--- config.mk ---
export PLATFORM = sky130hd
export DESIGN_NAME = tick_divider
export DESIGN_NICKNAME = d
export VERILOG_FILES = /design/src/rtl/tickdiv_pkg.sv /design/src/rtl/tickdiv_ctrl.sv /design/src/rtl/tickdiv_path.sv /design/src/rtl/tick_divider.sv
export SDC_FILE = /design/constraint.sdc
export NUM_CORES = 1
export LEC_CHECK = 0
export ABC_AREA = 1
export BUFFER_PORTS_ARGS = -buffer_cell sky130_fd_sc_hd__buf_2
export CAP_MARGIN = 15
export CORE_ASPECT_RATIO = 0.75
export CORE_MARGIN = 3
export CORE_UTILIZATION = 23
export CTS_BUF_LIST = sky130_fd_sc_hd__clkbuf_8 sky130_fd_sc_hd__clkbuf_16
export DETAILED_ROUTE_END_ITERATION = 8
export HOLD_SLACK_MARGIN = 0.15
export PLACE_DENSITY = 0.43
export SYNTH_ARGS = -nofsm -noshare
export SYNTH_HDL_FRONTEND = slang
export SYNTH_SLANG_ARGS = --single-unit
--- constraint.sdc ---
create_clock -name clk -period 3.05 [get_ports clk]
set_input_delay 0.305 -clock clk [delete_from_list [all_inputs] [get_ports clk]]
set_output_delay 0.305 -clock clk [all_outputs]
set_load 0.05 [all_outputs]
--- src/rtl/tickdiv_pkg.sv ---
package tickdiv_pkg;
  // Fixed register layout constants
  localparam int FIELD_W = 12;   // width of each divider field
  localparam int SEL_W   = 4;    // source select width, bits [7:4]

  // Strobes from control to datapath
  typedef struct packed {
    logic clrAcc;   // any register write this cycle
    logic run;      // enable bit
  } dpStrobe_t;
endpackage

--- src/rtl/tickdiv_ctrl.sv ---
module tickdiv_ctrl
  import tickdiv_pkg::*;
#(
  parameter int INT_BITS  = 12,
  parameter int FRAC_BITS = 12,
  parameter int DV_W      = 24
) (
  input  logic                 clk,
  input  logic                 rstN,
  input  logic                 regWrEn,
  input  logic                 regAddr,
  input  logic [31:0]          regWrData,
  output logic [31:0]          regRdData,
  output dpStrobe_t            strobe,
  output logic [SEL_W-1:0]     srcSel,
  output logic [DV_W-1:0]      divVal
);
  localparam int DIV_W  = INT_BITS + FRAC_BITS;
  localparam int WORD_W = 2 * FIELD_W;

  logic              ctlEn;
  logic [SEL_W-1:0]  ctlSel;
  logic [WORD_W-1:0] divWord;

  always_ff @(posedge clk) begin
    if (!rstN) begin
      ctlEn   <= 1'b0;
      ctlSel  <= '0;
      divWord <= '0;
    end else if (regWrEn) begin
      if (!regAddr) begin
        ctlEn  <= regWrData[0];
        ctlSel <= regWrData[7:4];
      end else begin
        divWord <= regWrData[WORD_W-1:0];
      end
    end
  end

  always_comb begin
    if (!regAddr) regRdData = {24'd0, ctlSel, 2'b00, ctlEn, ctlEn};
    else          regRdData = {8'd0, divWord};
  end

  assign strobe.clrAcc = regWrEn;
  assign strobe.run    = ctlEn;
  assign srcSel        = ctlSel;

  generate
    if (DIV_W > 0) begin : g_extract
      logic [WORD_W-1:0] shifted;
      assign shifted = divWord >> (FIELD_W - FRAC_BITS);
      assign divVal  = shifted[DV_W-1:0];
    end else begin : g_nodiv
      assign divVal = '0;
    end
  endgenerate

  // busy flag mirrors enable in the readback
  assert_busy_mirror_R3: assert property (@(posedge clk) disable iff (!rstN)
    (regAddr == 1'b0) |-> (regRdData[1] == regRdData[0]));

  // reserved divider bits always read zero
  assert_div_reserved_R5: assert property (@(posedge clk) disable iff (!rstN)
    regAddr |-> (regRdData[31:24] == 8'd0));
endmodule

--- src/rtl/tickdiv_path.sv ---
module tickdiv_path
  import tickdiv_pkg::*;
#(
  parameter int NUM_SRC   = 10,
  parameter int INT_BITS  = 12,
  parameter int FRAC_BITS = 12,
  parameter int DV_W      = 24
) (
  input  logic               clk,
  input  logic               rstN,
  input  logic [NUM_SRC-1:0] srcTick,
  input  dpStrobe_t          strobe,
  input  logic [SEL_W-1:0]   srcSel,
  input  logic [DV_W-1:0]    divVal,
  output logic               tickOut
);
  localparam int DIV_W = INT_BITS + FRAC_BITS;

  logic selTick;

  always_comb begin
    selTick = 1'b0;
    for (int i = 0; i < NUM_SRC; i++)
      if (srcSel == SEL_W'(i)) selTick = srcTick[i];
  end

  generate
    if (DIV_W == 0) begin : g_bypass
      logic unusedDiv;
      assign unusedDiv = ^divVal;

      always_ff @(posedge clk) begin
        if (!rstN)              tickOut <= 1'b0;
        else if (strobe.clrAcc) tickOut <= 1'b0;
        else                    tickOut <= strobe.run & selTick;
      end
    end else begin : g_accum
      localparam int ACC_W = DIV_W + 1;
      logic [ACC_W-1:0] acc, sum, step, div;

      assign step = ACC_W'(1) << FRAC_BITS;
      assign div  = ACC_W'(divVal);
      assign sum  = acc + step;

      always_ff @(posedge clk) begin
        if (!rstN) begin
          acc     <= '0;
          tickOut <= 1'b0;
        end else if (strobe.clrAcc) begin
          acc     <= '0;
          tickOut <= 1'b0;
        end else if (strobe.run && selTick && div != '0) begin
          if (sum >= div) begin
            tickOut <= 1'b1;
            acc     <= (div <= step) ? '0 : sum - div;
          end else begin
            tickOut <= 1'b0;
            acc     <= sum;
          end
        end else begin
          tickOut <= 1'b0;
        end
      end

      // the accumulator stays below the divider value
      assert_acc_bound_R6: assert property (@(posedge clk) disable iff (!rstN)
        (acc == '0) || (acc < div));

      // a zero divider keeps the output silent
      assert_zero_div_silent_R7: assert property (@(posedge clk) disable iff (!rstN)
        (div == '0) |=> !tickOut);

      // a write leaves a cleared accumulator and no tick
      assert_write_clears_R10: assert property (@(posedge clk) disable iff (!rstN)
        strobe.clrAcc |=> (acc == '0 && !tickOut));
    end
  endgenerate

  // no output while disabled
  assert_no_tick_off_R4: assert property (@(posedge clk) disable iff (!rstN)
    !strobe.run |=> !tickOut);

  // every output tick comes from a selected source tick
  assert_tick_from_sel_R9: assert property (@(posedge clk) disable iff (!rstN)
    tickOut |-> $past(selTick));
endmodule

--- src/rtl/tick_divider.sv ---
module tick_divider
  import tickdiv_pkg::*;
#(
  parameter int NUM_SRC   = 10,
  parameter int INT_BITS  = 12,
  parameter int FRAC_BITS = 12
) (
  input  logic               clk,
  input  logic               rstN,
  input  logic [NUM_SRC-1:0] srcTick,
  input  logic               regWrEn,
  input  logic               regAddr,
  input  logic [31:0]        regWrData,
  output logic [31:0]        regRdData,
  output logic               tickOut
);
  localparam int DIV_W = INT_BITS + FRAC_BITS;
  localparam int DV_W  = (DIV_W > 0) ? DIV_W : 1;

  dpStrobe_t        strobe;
  logic [SEL_W-1:0] srcSel;
  logic [DV_W-1:0]  divVal;

  tickdiv_ctrl #(
    .INT_BITS(INT_BITS), .FRAC_BITS(FRAC_BITS), .DV_W(DV_W)
  ) uCtrl (
    .clk(clk), .rstN(rstN), .regWrEn(regWrEn), .regAddr(regAddr),
    .regWrData(regWrData), .regRdData(regRdData), .strobe(strobe),
    .srcSel(srcSel), .divVal(divVal)
  );

  tickdiv_path #(
    .NUM_SRC(NUM_SRC), .INT_BITS(INT_BITS), .FRAC_BITS(FRAC_BITS), .DV_W(DV_W)
  ) uPath (
    .clk(clk), .rstN(rstN), .srcTick(srcTick), .strobe(strobe),
    .srcSel(srcSel), .divVal(divVal), .tickOut(tickOut)
  );
endmodule

======== Word level (Yosys, flattened, before mapping) ========
Index checks and enable logic that the tools add are counted.
storage, ports and cells
  bits in registers ....................... 55
  output and inout port bits .............. 33
  logic and storage cells ................. 43
  input port bits ......................... 46
operators by class
  add/subtract/negate cells ............... 2
  mux-type cells .......................... 14
  $lt $le $gt $ge ......................... 2
  eq/ne operators ......................... 9
  reductions and logical operators ........ 8
  bitwise gates (word level) .............. 3
operators by type and width
  kind                                                                                 count
  25-bit 2-to-1 mux                                                                    2
  25-bit by 13-bit adder with 25-bit output (second input constant)                    1
  25-bit by 24-bit >= comparator with 1-bit output                                     1
  25-bit nonzero test                                                                  1
  25-bit by 24-bit subtractor with 25-bit output                                       1
  24-bit by 13-bit less-or-equal comparator with 1-bit output (second input constant)  1
  24-bit 2-to-1 mux                                                                    1
  4-bit by 3-bit == test with 1-bit output (second input constant)                     4
  1-bit 2-to-1 mux                                                                     11
  4-bit by 2-bit == test with 1-bit output (second input constant)                     2
  4-bit == test (second input constant)                                                2
  4-bit by 1-bit == test with 1-bit output (second input constant)                     1
  4-bit logical NOT                                                                    1
  2-bit AND reduction                                                                  2
  1-bit inverter                                                                       3
  3-bit OR reduction                                                                   1
  1-bit logical AND                                                                    2
  2-bit OR reduction                                                                   1

======== Depth between registers and ports, before layout ========
Gate-level depths: netlist of the first run.
  word-level depth ........................ 15
  depth in mapped cells ................... 22
  depth with buffers taken out ............ 21

======== Cells and area by module ========
From an unflattened synthesis of the first run, not the netlist that was laid out.
second synthesis, totals
  cells, all modules ...................... 893
  area, all modules ....................... 5091.1 µm²
by module, submodules not included
  module        area an instance (µm²)  sequential area each (µm²)  instances  cells each
  tickdiv_path  3707.3                  520.5                       1          685
  tickdiv_ctrl  1383.8                  580.6                       1          208

======== Least setup slack after synthesis of the first run ========
Ideal clock, no wire load.
  path kind ............................... reg-to-reg
  start point ............................. reg uPath.g_accum.acc[12]
  end point ............................... reg uPath.g_accum.acc[9]
  arrival time ............................ 2505 ps
  path slack .............................. 431 ps
  period minus slack after synthesis ...... 2619 ps
  setup time .............................. 114 ps
  cell stages (with the launch flop) ...... 23
  path buffers ............................ 1
  data required time ...................... 2936 ps
  cell sequence ........................... dfxtp_1 -> ha_1 -> nand3_1 -> inv_1 -> nand2_1 -> nor2_1 -> nand2_1 -> xnor2_1 -> ha_1 -> nand2_1 -> nor2_1 -> nand2_1 -> nor2_1 -> nand2_1 -> nand3_2 -> nand2_2 -> nand2_4 -> nand2_4 -> inv_4 -> buf_12 -> nand2_1 -> nand2_1 -> nor2_2
on the way
  longest elaborated chain between the ends .. 3
ends and longest elaborated chain
  what                                              line                RTL
  start: declaration                                tickdiv_path.sv:39  logic [ACC_W-1:0] acc, sum, step, div;
  start signal: assignment                          tickdiv_path.sv:55  acc <= (div <= step) ? '0 : sum - div;
  start signal: assignment                          tickdiv_path.sv:58  acc <= sum;
  25-bit by 13-bit adder with 25-bit output         tickdiv_path.sv:43  assign sum = acc + step;
  25-bit by 24-bit >= comparator with 1-bit output  tickdiv_path.sv:53  if (sum >= div) begin
  25-bit 2-to-1 mux                                 tickdiv_path.sv:53
No other way between the ends.
A chain may end at the register's enable or synchronous reset.

======== Worst setup path in the final report of the first run ========
  start point ............................. reg uPath.g_accum.acc[12]
  end point ............................... reg uPath.g_accum.acc[21]
on the way
  longest elaborated chain between the ends .. 4
  elaborated cells on any way between the ends .. 5
  those cells by class .................... add/sub (2); order compare (1); mux (2)
ends and longest elaborated chain
  what                                            line
  25-bit by 13-bit adder with 25-bit output (*)   tickdiv_path.sv:43
  25-bit by 24-bit subtractor with 25-bit output  tickdiv_path.sv:55
  25-bit 2-to-1 mux                               tickdiv_path.sv:55
  25-bit 2-to-1 mux (*)                           tickdiv_path.sv:53
Every way passes the cells marked *; elsewhere a longest branch is shown, timed or not.

==> metrics.txt, run 1 <==
# TYPE chip_impl_metric gauge
chip_impl_metric{name="p_seq_share",unit="%"} 33.8
chip_impl_metric{name="placement.setup.worst_slack",unit="ns"} 0.04969
chip_impl_metric{name="design.final.nets",unit=""} 937
chip_impl_metric{name="layout_setup_ws",unit="ns"} 0.2150
chip_impl_info{name="end_kind",value="flip-flop"} 1
chip_impl_info{name="worst-setup-path-type",value="flip-flop to flip-flop"} 1
chip_impl_metric{name="cts_hold_buffers",unit=""} 0
chip_impl_metric{name="p_sw",unit="µW"} 932.9
chip_impl_info{name="cts_tree",value="done"} 1
chip_impl_metric{name="port_buffers",unit=""} 62
chip_impl_info{name="postSynth.topFlopCell",value="sky130_fd_sc_hd__dfxtp_1"} 1
chip_impl_metric{name="register_clock_pin_slew_on_the_reported_worst_setup_and_hold_paths",unit="ns"} 0.08
chip_impl_metric{name="avgViaCountPerCell",unit=""} 4.368
chip_impl_metric{name="seq_area_frac_synth",unit="%"} 23.67
chip_impl_info{name="worstHoldPathType",value="primary input to flip-flop"} 1
chip_impl_metric{name="die_h",unit="µm"} 129.2
chip_impl_metric{name="antenna_found_initial",unit=""} 0
chip_impl_metric{name="core_area",unit="mm²"} 0.01960
chip_impl_metric{name="dp_cells",unit=""} 1107
chip_impl_metric{name="drt_drc_violations_left",unit=""} 0
chip_impl_metric{name="max_freq",unit="MHz"} 352.7
chip_impl_metric{name="place_hpwl",unit="µm"} 12860
chip_impl_metric{name="num-fill-cells",unit=""} 2285
chip_impl_metric{name="diodes",unit=""} 0
chip_impl_metric{name="mappedNetlistArea",unit="mm²"} 0.004652
chip_impl_metric{name="rows",unit=""} 44
chip_impl_metric{name="initial_cell_density_of_the_core",unit="%"} 23.74
chip_impl_metric{name="finalClockSkew",unit="ns"} 0.01617
chip_impl_metric{name="synth-edff-count",unit=""} 0
chip_impl_metric{name="ios",unit=""} 79
chip_impl_metric{name="timing.critical_path.required",unit="ns"} 3.30
chip_impl_metric{name="critical_path_peak_fanout",unit=""} 9
chip_impl_metric{name="gr-total-overflow",unit=""} 0
chip_impl_metric{name="max_cap_viol_count",unit=""} 0
chip_impl_metric{name="grtUsageTotal",unit="%"} 14.48
chip_impl_metric{name="layoutNonFillerInstCount",unit=""} 1119
chip_impl_metric{name="synth_async_sr_flop_share",unit="%"} 0
chip_impl_metric{name="clk_path_buf_depth",unit=""} 2
chip_impl_metric{name="actual_slew_at_the_worst_max_slew_pin",unit="ns"} 0.5505
chip_impl_metric{name="wire_length_of_the_first_global_routing_pass",unit="µm"} 24820
chip_impl_metric{name="cp_data_arrival_time",unit="ns"} 3.09
chip_impl_info{name="mostFrequentLayoutCells",value="sky130_fd_sc_hd__nand2_1, sky130_fd_sc_hd__inv_1, sky130_fd_sc_hd__buf_2"} 1
chip_impl_metric{name="cts_buffers",unit=""} 5
chip_impl_metric{name="final.min_clock_period",unit="ns"} 2.835
chip_impl_metric{name="min_path_cells",unit=""} 3
chip_impl_metric{name="netlist-cell-type-count",unit=""} 36
chip_impl_metric{name="slew_headroom",unit="%"} 63.30
chip_impl_metric{name="cts_num_sinks",unit=""} 55
chip_impl_metric{name="worstRegToRegCells",unit=""} 19
chip_impl_metric{name="drt_iter0_markers",unit=""} 398
chip_impl_metric{name="switching_share",unit="%"} 40.89
chip_impl_metric{name="design.die.area",unit="mm²"} 0.02199
chip_impl_metric{name="irDropWorstVdd",unit="mV"} 0.2127
chip_impl_metric{name="vias",unit=""} 4888
chip_impl_metric{name="final_hold_violations",unit=""} 0
chip_impl_metric{name="totalNegativeSetupSlack",unit="ns"} 0
chip_impl_info{name="critPathLaunchType",value="flip-flop"} 1
chip_impl_metric{name="clock_insertion_delay_worst_skew",unit="ns"} 0.32
chip_impl_metric{name="finalSetupViolations",unit=""} 0
chip_impl_info{name="setup_repair_after_global_routing_missed_its_margin",value="false"} 1
chip_impl_info{name="status",value="finished, final reports clean"} 1
chip_impl_metric{name="final_antenna_net_count",unit=""} 0
chip_impl_metric{name="ys_seq_elements",unit=""} 55
chip_impl_metric{name="die_w",unit="µm"} 170.2
chip_impl_metric{name="p_per_area",unit="mW/mm²"} 401.2
chip_impl_metric{name="power.internal",unit="µW"} 1349
chip_impl_metric{name="syn-instance-count",unit=""} 779
chip_impl_metric{name="grt_pass1_vias",unit=""} 4501
chip_impl_info{name="layout_commonest_cell",value="sky130_fd_sc_hd__nand2_1"} 1
chip_impl_metric{name="power.total",unit="µW"} 2282
chip_impl_metric{name="syn_area_per_cell",unit="µm²"} 5.972
chip_impl_metric{name="ys_warn_count",unit=""} 0
chip_impl_metric{name="combinationalPowerShare",unit="%"} 37.9
chip_impl_metric{name="power_leakage",unit="µW"} 0.002936
chip_impl_metric{name="seqCellArea",unit="mm²"} 0.001105
chip_impl_metric{name="maxSlewViolCount",unit=""} 0
chip_impl_metric{name="clock_tree.htree_level_count",unit=""} 2
chip_impl_metric{name="timing.reg2reg.setup_slack",unit="ns"} 0.22
chip_impl_metric{name="post-route-period-util",unit="%"} 92.95
chip_impl_metric{name="grt_max_degree",unit=""} 31
chip_impl_metric{name="finalWirelength",unit="µm"} 15960
chip_impl_metric{name="pwr-share-clk",unit="%"} 28.3
chip_impl_metric{name="synthToLayoutAreaGrowth",unit="%"} 22.27
chip_impl_metric{name="first_pass_drt_iterations",unit=""} 5
chip_impl_metric{name="layout-drive-gt1-share",unit="%"} 19.52
chip_impl_metric{name="routed_wire_per_std_cell",unit="µm"} 14.27
chip_impl_metric{name="routabilityCongestion",unit=""} 0.8656
chip_impl_info{name="cts_root_buf",value="sky130_fd_sc_hd__clkbuf_16"} 1
chip_impl_metric{name="multi_input_area",unit="mm²"} 0.002954
power by group through the flow:
stage                     clock, µW  combinational (µW)  sequential [µW]
after global routing            694                 962              776
after detailed placement          0                 831              787
final                           646                 866              770
after CTS                       679                 835              770
after floorplan                   0                 577              782
after global placement            0                 833              786
cells in the mapped netlist (12+ instances only):
master / n / area (µm²)
sky130_fd_sc_hd__ha_1: 25 / 312.8
sky130_fd_sc_hd__nor2_2: 12 / 75.07
sky130_fd_sc_hd__nand2_1: 214 / 803.3
sky130_fd_sc_hd__nor2_1: 62 / 232.7
sky130_fd_sc_hd__a21oi_1: 58 / 290.3
sky130_fd_sc_hd__nand4_1: 31 / 193.9
sky130_fd_sc_hd__nand3_1: 32 / 160.2
sky130_fd_sc_hd__o21ai_1: 15 / 75.07
sky130_fd_sc_hd__dfxtp_1: 55 / 1101
sky130_fd_sc_hd__o21ai_0: 52 / 260.3
sky130_fd_sc_hd__inv_1: 139 / 521.8
sky130_fd_sc_hd__clkbuf_1: 12 / 45.04
final timing paths:
check                   startpoint                    end
max          uPath.g_accum.acc[12]  uPath.g_accum.acc[21]
min                   regWrData[0]            uCtrl.ctlEn
max reg2reg  uPath.g_accum.acc[12]  uPath.g_accum.acc[21]
min reg2reg   uPath.g_accum.acc[0]   uPath.g_accum.acc[0]
flip-flops by register name, indices dropped and copies added (netlist names):
signal,flops
uPath.g_accum.acc,25
uCtrl.divVal,24
uCtrl.srcSel,4
uCtrl.ctlEn,1
uPath.tickOut,1
per-stage QoR:
step | instance area (µm²) | utilization, % | hold WS [ns]
detailed placement | 5386 | 27.48 | 0.4683
floorplan | 4678 | - | 0.4391
finish | 5688 | 29.02 | 0.2543
global route | 5688 | 29.02 | 0.2669
CTS | 5539 | 28.26 | 0.2336
global placement | 5386 | 27.48 | 0.4609
worst max-delay path: stages, from the launching register on:
cell	delay [ns]
sky130_fd_sc_hd__dfxtp_2	0.35
sky130_fd_sc_hd__buf_4	0.11
sky130_fd_sc_hd__inv_1	0.05
sky130_fd_sc_hd__nor2_1	0.10
sky130_fd_sc_hd__buf_4	0.16
sky130_fd_sc_hd__nand2_2	0.08
sky130_fd_sc_hd__xor2_1	0.14
sky130_fd_sc_hd__inv_1	0.08
sky130_fd_sc_hd__ha_2	0.40
sky130_fd_sc_hd__nand2_1	0.09
sky130_fd_sc_hd__nor2_1	0.18
sky130_fd_sc_hd__nand2_1	0.09
sky130_fd_sc_hd__inv_1	0.08
sky130_fd_sc_hd__nand3_1	0.08
sky130_fd_sc_hd__nand2_1	0.12
sky130_fd_sc_hd__nor2_4	0.04
sky130_fd_sc_hd__nand2_4	0.10
sky130_fd_sc_hd__buf_6	0.16
sky130_fd_sc_hd__nand4_1	0.17
sky130_fd_sc_hd__a21oi_2	0.17
repair_timing:
| action | CTS | global route |
|---|---|---|
| gates resized for setup | 0 | 28 |
| endpoints found under the setup margin | 0 | 26 |
| setup buffers | 0 | 4 |
kinds of logic (layout without fill, tap and decap cells):
group	after synthesis	in the layout	synth area share, %
buffers and inverters	174	254	15.57
xor gates and xnor gates	14	14	2.636
other	1	8	0.08061
DFF	55	55	23.67
and+or+nand+nor	372	372	35.13
adders and majority gates	26	26	7.154
AOI/OAI and AO/OA	137	137	15.76
metal layers:
metal	routed length (µm)	GRT usage, %	up-vias
met5	0	0	-
met4	136	3.195	0
met3	901	1.982	9
met2	5622	19.13	116
met1	9304	24.01	2148
li1	-	-	2615
final cells by class:
class	count	area share, %
timing repair buffer	100	10.67
inverter	146	9.723
multi-input combinational	557	51.94
clock buffer	5	2.200
clock inverter	3	0.4839
tap	253	5.565
sequential	55	19.42
Power figures use the tool's default switching activity.
==> inputs of run 2 (changes only) <==
- PLACE_DENSITY: 0.43 -> 0.36
==> run 2 against run 1 <==
Compared with the run above:
- register-to-register slack barely moved
- global-route usage rose by 0.44 points
- clock skew fell by 0.0024 ns
- maximum frequency barely moved
- die area did not move
- final area rose by 0.24%
- clock power barely moved
- power rose by 0.24%
- combinational power barely moved
==> metrics.txt, run 2 (synthesis results as in run 1) <==
# TYPE chip_impl_metric gauge
chip_impl_metric{name="clk_path_buf_depth",unit=""} 2
chip_impl_info{name="cts_tree",value="done"} 1
chip_impl_info{name="crit_path_cell_trace",value="ha_2 -> nand3_2 -> inv_4 -> nand2_1 -> nor2_2 -> nand2_1 -> xnor2_2 -> ha_4 -> nand2_1 -> nor2_2 -> nand2_1 -> nor2_1 -> nand2_1 -> nand3_2 -> nand2_2 -> nand2_4 -> nand2_8 -> buf_8 -> o21ai_1 -> nor2_2"} 1
chip_impl_metric{name="clock_insertion_delay_worst_skew",unit="ns"} 0.32
chip_impl_metric{name="port_buffers",unit=""} 62
chip_impl_info{name="mostFrequentLayoutCells",value="sky130_fd_sc_hd__nand2_1, sky130_fd_sc_hd__inv_1, sky130_fd_sc_hd__buf_2"} 1
chip_impl_metric{name="cts_hold_buffers",unit=""} 0
chip_impl_metric{name="finalClockSkew",unit="ns"} 0.01378
chip_impl_metric{name="drt_drc_violations_left",unit=""} 0
chip_impl_metric{name="num-fill-cells",unit=""} 2274
chip_impl_info{name="cp_top_delay_family",value="simple AND/OR/NAND/NOR gates"} 1
chip_impl_metric{name="worst-path-buf-inv",unit=""} 2
chip_impl_metric{name="irDropWorstVdd",unit="mV"} 0.2017
chip_impl_metric{name="register_clock_pin_slew_on_the_reported_worst_setup_and_hold_paths",unit="ns"} 0.09
chip_impl_metric{name="initial_cell_density_of_the_core",unit="%"} 23.74
chip_impl_metric{name="power.total",unit="µW"} 2287
chip_impl_metric{name="critical_path_peak_fanout",unit=""} 8
chip_impl_metric{name="layoutNonFillerInstCount",unit=""} 1120
chip_impl_metric{name="delay_of_the_slowest_critical_path_stage",unit="ns"} 0.36
chip_impl_metric{name="cts_num_sinks",unit=""} 55
chip_impl_metric{name="core_area",unit="mm²"} 0.01960
chip_impl_metric{name="maxSlewViolCount",unit=""} 0
chip_impl_metric{name="die_w",unit="µm"} 170.2
chip_impl_metric{name="routabilityCongestion",unit=""} 0.8209
chip_impl_metric{name="max_freq",unit="MHz"} 352.6
chip_impl_metric{name="clock_tree.htree_level_count",unit=""} 2
chip_impl_info{name="end_kind",value="flip-flop"} 1
chip_impl_metric{name="grtUsageTotal",unit="%"} 14.93
chip_impl_metric{name="max_cap_viol_count",unit=""} 0
chip_impl_info{name="cts_root_buf",value="sky130_fd_sc_hd__clkbuf_16"} 1
chip_impl_metric{name="first_pass_drt_iterations",unit=""} 5
chip_impl_info{name="layout_commonest_cell",value="sky130_fd_sc_hd__nand2_1"} 1
chip_impl_metric{name="synthToLayoutAreaGrowth",unit="%"} 22.57
chip_impl_metric{name="final_hold_violations",unit=""} 0
chip_impl_metric{name="rows",unit=""} 44
chip_impl_metric{name="final_antenna_net_count",unit=""} 0
chip_impl_metric{name="finalSetupViolations",unit=""} 0
chip_impl_metric{name="largest_register_ff_count",unit=""} 25
chip_impl_metric{name="actual_slew_at_the_worst_max_slew_pin",unit="ns"} 0.6090
chip_impl_metric{name="diodes",unit=""} 0
chip_impl_info{name="critical-path-top-cell-by-count",value="sky130_fd_sc_hd__nand2_1"} 1
chip_impl_metric{name="slew_headroom",unit="%"} 59.31
chip_impl_info{name="critPathLaunchType",value="flip-flop"} 1
chip_impl_info{name="critPathSlowestCell",value="sky130_fd_sc_hd__dfxtp_2"} 1
chip_impl_metric{name="cp_data_arrival_time",unit="ns"} 3.04
chip_impl_metric{name="place_hpwl",unit="µm"} 13410
chip_impl_metric{name="grt_max_degree",unit=""} 31
chip_impl_info{name="status",value="finished, final reports clean"} 1
chip_impl_metric{name="post-route-period-util",unit="%"} 93.00
chip_impl_metric{name="design.final.nets",unit=""} 938
chip_impl_metric{name="drt_iter0_markers",unit=""} 246
chip_impl_metric{name="timing.critical_path.required",unit="ns"} 3.26
chip_impl_metric{name="wire_length_of_the_first_global_routing_pass",unit="µm"} 25540
chip_impl_metric{name="final.min_clock_period",unit="ns"} 2.836
chip_impl_metric{name="grt_pass1_vias",unit=""} 4638
chip_impl_metric{name="finalWirelength",unit="µm"} 16430
chip_impl_metric{name="antenna_found_initial",unit=""} 0
chip_impl_metric{name="layout-drive-gt1-share",unit="%"} 19.15
chip_impl_info{name="max_flop_register",value="uPath.g_accum.acc"} 1
chip_impl_metric{name="design.die.area",unit="mm²"} 0.02199
chip_impl_metric{name="avgViaCountPerCell",unit=""} 4.296
chip_impl_metric{name="power_leakage",unit="µW"} 0.002950
chip_impl_metric{name="vias",unit=""} 4811
chip_impl_metric{name="gr-total-overflow",unit=""} 0
chip_impl_info{name="worst-setup-path-type",value="flip-flop to flip-flop"} 1
chip_impl_metric{name="dp_cells",unit=""} 1111
chip_impl_metric{name="ios",unit=""} 79
chip_impl_metric{name="routed_wire_per_std_cell",unit="µm"} 14.67
chip_impl_metric{name="cts_buffers",unit=""} 5
chip_impl_info{name="worstHoldPathType",value="primary input to flip-flop"} 1
chip_impl_metric{name="die_h",unit="µm"} 129.2
chip_impl_metric{name="p_per_area",unit="mW/mm²"} 401.1
-- run 2: path summary, 6_finish.rpt --
check | startpoint | end | slack, ns | depth (start not counted)
worst max register to register | uPath.g_accum.acc[12] | uPath.g_accum.acc[5] | 0.21 | 20
worst max-delay path | uPath.g_accum.acc[12] | uPath.g_accum.acc[5] | 0.21 | 20
worst min-delay path | regWrData[0] | uCtrl.ctlEn | 0.26 | 3
worst min register to register | uPath.g_accum.acc[0] | uPath.g_accum.acc[0] | 0.47 | 2
-- run 2: per-layer routing --
layer  vias up  GRT usage (%)  wire (µm)
li1       2613              -          -
met1      2108          23.69       9553
met2        81          21.24       6061
met3         9          2.409        711
met4         0          2.289         99
met5         -              0          0
-- run 2: report_power, final --
group	total, µW	leakage [µW]	switching [µW]	internal [µW]
Sequential	770	0.000450	20.7	749
Clock	648	0.0000719	334	314
Combinational	869	0.00243	575	294
-- run 2: layout make-up --
class / count / area (µm²) / area share [%]
Clock inverter: 3 / 27.53 / 0.4828
Inverter: 146 / 555.5 / 9.743
Timing Repair Buffer: 101 / 630.6 / 11.06
Tap cell: 253 / 316.6 / 5.552
Multi-Input combinational cell: 557 / 2944 / 51.63
Sequential cell: 55 / 1102 / 19.33
Clock buffer: 5 / 125.1 / 2.194
-- run 2: per-stage QoR --
step / worst slack [ns] / cell area, µm² / hold slack (ns) / TNS, ns / util, %
5_1_grt: -0.009142 / 5702 / 0.2853 / -0.01415 / 29.09
4_1_cts: 0.02616 / 5585 / 0.2496 / 0 / 28.50
3_3_place_gp: -0.02136 / 5429 / 0.4584 / -0.07555 / 27.70
6_report: 0.2136 / 5702 / 0.2615 / 0 / 29.09
3_5_place_dp: -0.05545 / 5429 / 0.4629 / -0.7498 / 27.70
2_1_floorplan: 0.4313 / 4678 / 0.4391 / 0 / -
-- run 2: what timing repair did --
item                       in CTS  in global routing
setup endpoints to repair      22                 26
resized for setup               3                 22
setup buffers                   0                  1
gates cloned                    0                  0
pin swaps                       1                  3
-- run 2: worst min-delay path: cells and delay by family --
kind / cells / cell delay [ns]
buffers and inverters: 1 / 0.10
AND/OR/NAND/NOR: 2 / 0.13
==> inputs of run 3 (changes only) <==
- ABC_AREA: 1 -> not set
- CAP_MARGIN: 15 -> not set
- PLACE_DENSITY: 0.36 -> 0.37
==> run 3 against run 2 <==
Compared with the run above:
- the run now ends with setup timing left
- worst setup slack worse by 0.24 ns
- non-clock buffer count rose by 36
- sequential power down 0.9%
- utilization increased by 3.2 points
- final area grew 1.0%
- clock skew shrank 0.0081 ns
- area after synthesis is 9.1% lower
- first-iteration DRC count down 4.1%
- via count decreased by 11%
- register-to-register slack got worse by 0.24 ns
- synthesized cell count shrank 29%
- critical path type unchanged
==> metrics.txt, run 3 <==
# TYPE chip_impl_metric gauge
chip_impl_metric{name="clock_insertion_delay_worst_skew",unit="ns"} 0.31
chip_impl_metric{name="rows",unit=""} 42
chip_impl_metric{name="ios",unit=""} 79
chip_impl_info{name="critPathSlowestCell",value="sky130_fd_sc_hd__dfxtp_2"} 1
chip_impl_info{name="crit_path_cell_trace",value="ha_4 -> nand3_1 -> xnor2_2 -> ha_1 -> and3_2 -> and2b_2 -> a311oi_2 -> nand2b_1 -> buf_4 -> or2_4 -> o32ai_2 -> a32o_1"} 1
chip_impl_metric{name="layout-drive-gt1-share",unit="%"} 31.74
chip_impl_metric{name="wire_length_of_the_first_global_routing_pass",unit="µm"} 23220
chip_impl_metric{name="timing.critical_path.required",unit="ns"} 3.30
chip_impl_metric{name="power_leakage",unit="µW"} 0.002466
chip_impl_info{name="setup_repair_after_global_routing_missed_its_margin",value="true"} 1
chip_impl_metric{name="drt_drc_violations_left",unit=""} 0
chip_impl_info{name="postSynth.topFlopCell",value="sky130_fd_sc_hd__dfxtp_1"} 1
chip_impl_metric{name="clk_path_buf_depth",unit=""} 2
chip_impl_metric{name="syn_area_per_cell",unit="µm²"} 7.691
chip_impl_metric{name="detailed_place.area",unit="mm²"} 0.005246
chip_impl_metric{name="largest_register_ff_count",unit=""} 25
chip_impl_info{name="mostFrequentLayoutCells",value="sky130_fd_sc_hd__nand2_1, sky130_fd_sc_hd__buf_4, sky130_fd_sc_hd__buf_2"} 1
chip_impl_metric{name="netlist-cell-type-count",unit=""} 65
chip_impl_metric{name="layout_setup_ws",unit="ns"} -0.02705
chip_impl_metric{name="seq_area_frac_synth",unit="%"} 26.03
chip_impl_metric{name="grtUsageTotal",unit="%"} 14.90
chip_impl_metric{name="finalClockSkew",unit="ns"} 0.005722
chip_impl_info{name="violations_in_the_final_reports",value="setup timing"} 1
chip_impl_info{name="synth_top_cells_by_count",value="sky130_fd_sc_hd__nand2_1, sky130_fd_sc_hd__dfxtp_1, sky130_fd_sc_hd__inv_1"} 1
chip_impl_metric{name="syn-instance-count",unit=""} 550
chip_impl_info{name="critPathLaunchType",value="flip-flop"} 1
chip_impl_metric{name="final_antenna_net_count",unit=""} 0
chip_impl_metric{name="core_area",unit="mm²"} 0.01781
chip_impl_metric{name="diodes",unit=""} 0
chip_impl_metric{name="register_clock_pin_slew_on_the_reported_worst_setup_and_hold_paths",unit="ns"} 0.08
chip_impl_metric{name="critical_path_peak_fanout",unit=""} 8
chip_impl_metric{name="grt_pass1_vias",unit=""} 4237
chip_impl_metric{name="avgViaCountPerCell",unit=""} 4.686
chip_impl_metric{name="final_hold_violations",unit=""} 0
chip_impl_metric{name="vias",unit=""} 4264
chip_impl_metric{name="synth-edff-count",unit=""} 0
chip_impl_metric{name="antenna_found_initial",unit=""} 0
chip_impl_info{name="max_flop_register",value="uPath.g_accum.acc"} 1
chip_impl_info{name="netlist.top_cell.by_area",value="sky130_fd_sc_hd__dfxtp_1"} 1
chip_impl_metric{name="synth.top_cell.area_share",unit="%"} 26.03
chip_impl_metric{name="post-route-period-util",unit="%"} 100.9
chip_impl_metric{name="initial_cell_density_of_the_core",unit="%"} 23.75
chip_impl_metric{name="clock_tree.htree_level_count",unit=""} 2
chip_impl_metric{name="finish.instance_area",unit="mm²"} 0.005761
chip_impl_info{name="cts_tree",value="done"} 1
chip_impl_metric{name="synth_async_sr_flop_share",unit="%"} 0
chip_impl_metric{name="max_freq",unit="MHz"} 325.0
chip_impl_metric{name="finalSetupViolations",unit=""} 6
chip_impl_info{name="status",value="finished, violations left"} 1
chip_impl_info{name="yosysMostFrequentCell",value="sky130_fd_sc_hd__nand2_1"} 1
chip_impl_metric{name="mappedNetlistArea",unit="mm²"} 0.004230
chip_impl_info{name="end_kind",value="flip-flop"} 1
chip_impl_metric{name="p_per_area",unit="mW/mm²"} 382.7
chip_impl_info{name="synth.area.top_cells",value="sky130_fd_sc_hd__dfxtp_1, sky130_fd_sc_hd__ha_1, sky130_fd_sc_hd__nand2_1"} 1
chip_impl_metric{name="slew_headroom",unit="%"} 42.26
chip_impl_info{name="layout_commonest_cell",value="sky130_fd_sc_hd__nand2_1"} 1
chip_impl_metric{name="cts_buffers",unit=""} 5
chip_impl_metric{name="die_w",unit="µm"} 162.6
chip_impl_metric{name="delay_of_the_slowest_critical_path_stage",unit="ns"} 0.37
chip_impl_info{name="worst-setup-path-type",value="flip-flop to flip-flop"} 1
chip_impl_metric{name="ys_seq_elements",unit=""} 55
chip_impl_metric{name="placement.setup.worst_slack",unit="ns"} -0.3445
chip_impl_info{name="cts_root_buf",value="sky130_fd_sc_hd__clkbuf_16"} 1
chip_impl_metric{name="routed_wire_per_std_cell",unit="µm"} 16.27
chip_impl_metric{name="grt_max_degree",unit=""} 31
chip_impl_metric{name="irDropWorstVdd",unit="mV"} 0.2079
chip_impl_metric{name="routabilityCongestion",unit=""} 0.8237
chip_impl_metric{name="whs",unit="ns"} 0.2384
chip_impl_metric{name="die_h",unit="µm"} 123.5
chip_impl_metric{name="maxSlewViolCount",unit=""} 0
chip_impl_metric{name="port_buffers",unit=""} 62
chip_impl_metric{name="cts_num_sinks",unit=""} 55
chip_impl_metric{name="synthToLayoutAreaGrowth",unit="%"} 36.17
chip_impl_metric{name="drt_iter0_markers",unit=""} 236
chip_impl_metric{name="place_hpwl",unit="µm"} 11330
chip_impl_metric{name="ys_warn_count",unit=""} 0
chip_impl_metric{name="finalWirelength",unit="µm"} 14810
chip_impl_metric{name="max_cap_viol_count",unit=""} 0
chip_impl_info{name="worstHoldPathType",value="primary input to flip-flop"} 1
chip_impl_metric{name="actual_slew_at_the_worst_max_slew_pin",unit="ns"} 0.8662
chip_impl_metric{name="gr-total-overflow",unit=""} 0
chip_impl_metric{name="design.die.area",unit="mm²"} 0.02007
chip_impl_metric{name="final.min_clock_period",unit="ns"} 3.077
chip_impl_metric{name="design.final.nets",unit=""} 739
chip_impl_metric{name="cp_data_arrival_time",unit="ns"} 3.33
chip_impl_metric{name="first_pass_drt_iterations",unit=""} 5
==> run 3: cell types whose count changed after synthesis, sizes merged, moves of 11 or more <==
cell    before  now
nor3         1   13
nor2        77   22
nor2b        0   11
nand3       33   20
o21ai       70   22
xnor2        4   20
nand4       31    6
a21oi       63   27
nand2      221   78
and2         1   20
inv        146   37
a21boi       0   26
==> run 3: report_power, final <==
part / total (µW) / switching (µW) / internal [µW]
Sequential: 763 / 25.8 / 737
Clock: 700 / 308 / 392
Combinational: 742 / 431 / 311
Total: 2200 / 764 / 1440
==> run 3: cell families (layout without fill, tap and decap cells) <==
group,Yosys count,after routing,share of synthesized area (%)
xor gates and xnor gates,30,30,6.211
DFF,55,55,26.03
and+or+nand+nor,211,212,25.23
muxes,13,13,3.194
buffers and inverters,73,182,8.015
AOI/OAI and AO/OA,141,142,23.37
adders and majority gates,26,26,7.868
other,1,8,0.08865
==> run 3: cell type report <==
cell class              instances  area, µm²
well taps                     242      302.8
clock inverters                 3      45.04
fillers                      1936      12050
clock buffers                   5      125.1
inverters                      37      138.9
multi-input cells             431       3131
flip-flops and latches         55       1110
repair buffers                137      908.4
==> run 3: repair_timing <==
action	CTS	global route
buffers inserted	4	0
endpoints found under the setup margin	26	26
hold buffers	0	0
cloned	1	1
gates resized for setup	36	24
pin swaps	17	9
==> run 3: critical path: cells and delay by family, from the launching register on <==
kind | cells | cell delay [ns]
xor gates and xnor gates | 1 | 0.17
AOI/OAI and AO/OA | 3 | 0.65
buffers and inverters | 1 | 0.21
adders and majority gates | 2 | 0.54
DFF | 1 | 0.37
and+or+nand+nor | 5 | 1.07
==> run 3: metal layers <==
layer | track usage (%) | wire [µm] | up-vias | share of wire [%]
li1 | - | - | 2158 | -
met1 | 23.67 | 8396 | 2006 | 57
met2 | 20.85 | 5714 | 92 | 39
met3 | 2.344 | 584 | 8 | 3.9
met4 | 2.905 | 113 | 0 | 0.76
met5 | 0 | 0 | - | 0
==> run 3: per-stage QoR <==
| stage | setup TNS [ns] | power, µW | instances | util, % |
|---|---|---|---|---|
| final | -0.07800 | 2205 | 910 | 32.34 |
| after detailed placement | -6.071 | 1437 | 896 | 29.45 |
| after global routing | -3.577 | 2327 | 910 | 32.34 |
| after CTS | -0.4516 | 2202 | 909 | 31.56 |
| after global placement | -4.950 | 1439 | 896 | 29.45 |
| after floorplan | -0.02597 | 1219 | 557 | - |
==> run 3: path summary, 6_finish.rpt <==
kind / from / to / slack (ns) / depth (start not counted)
min reg2reg: uPath.g_accum.acc[9] / uPath.g_accum.acc[9] / 0.47 / 2
max reg2reg: uPath.g_accum.acc[13] / uPath.g_accum.acc[14] / -0.03 / 12
min: regWrData[20] / uCtrl.divVal[20] / 0.24 / 3
max: uPath.g_accum.acc[13] / uPath.g_accum.acc[14] / -0.03 / 12
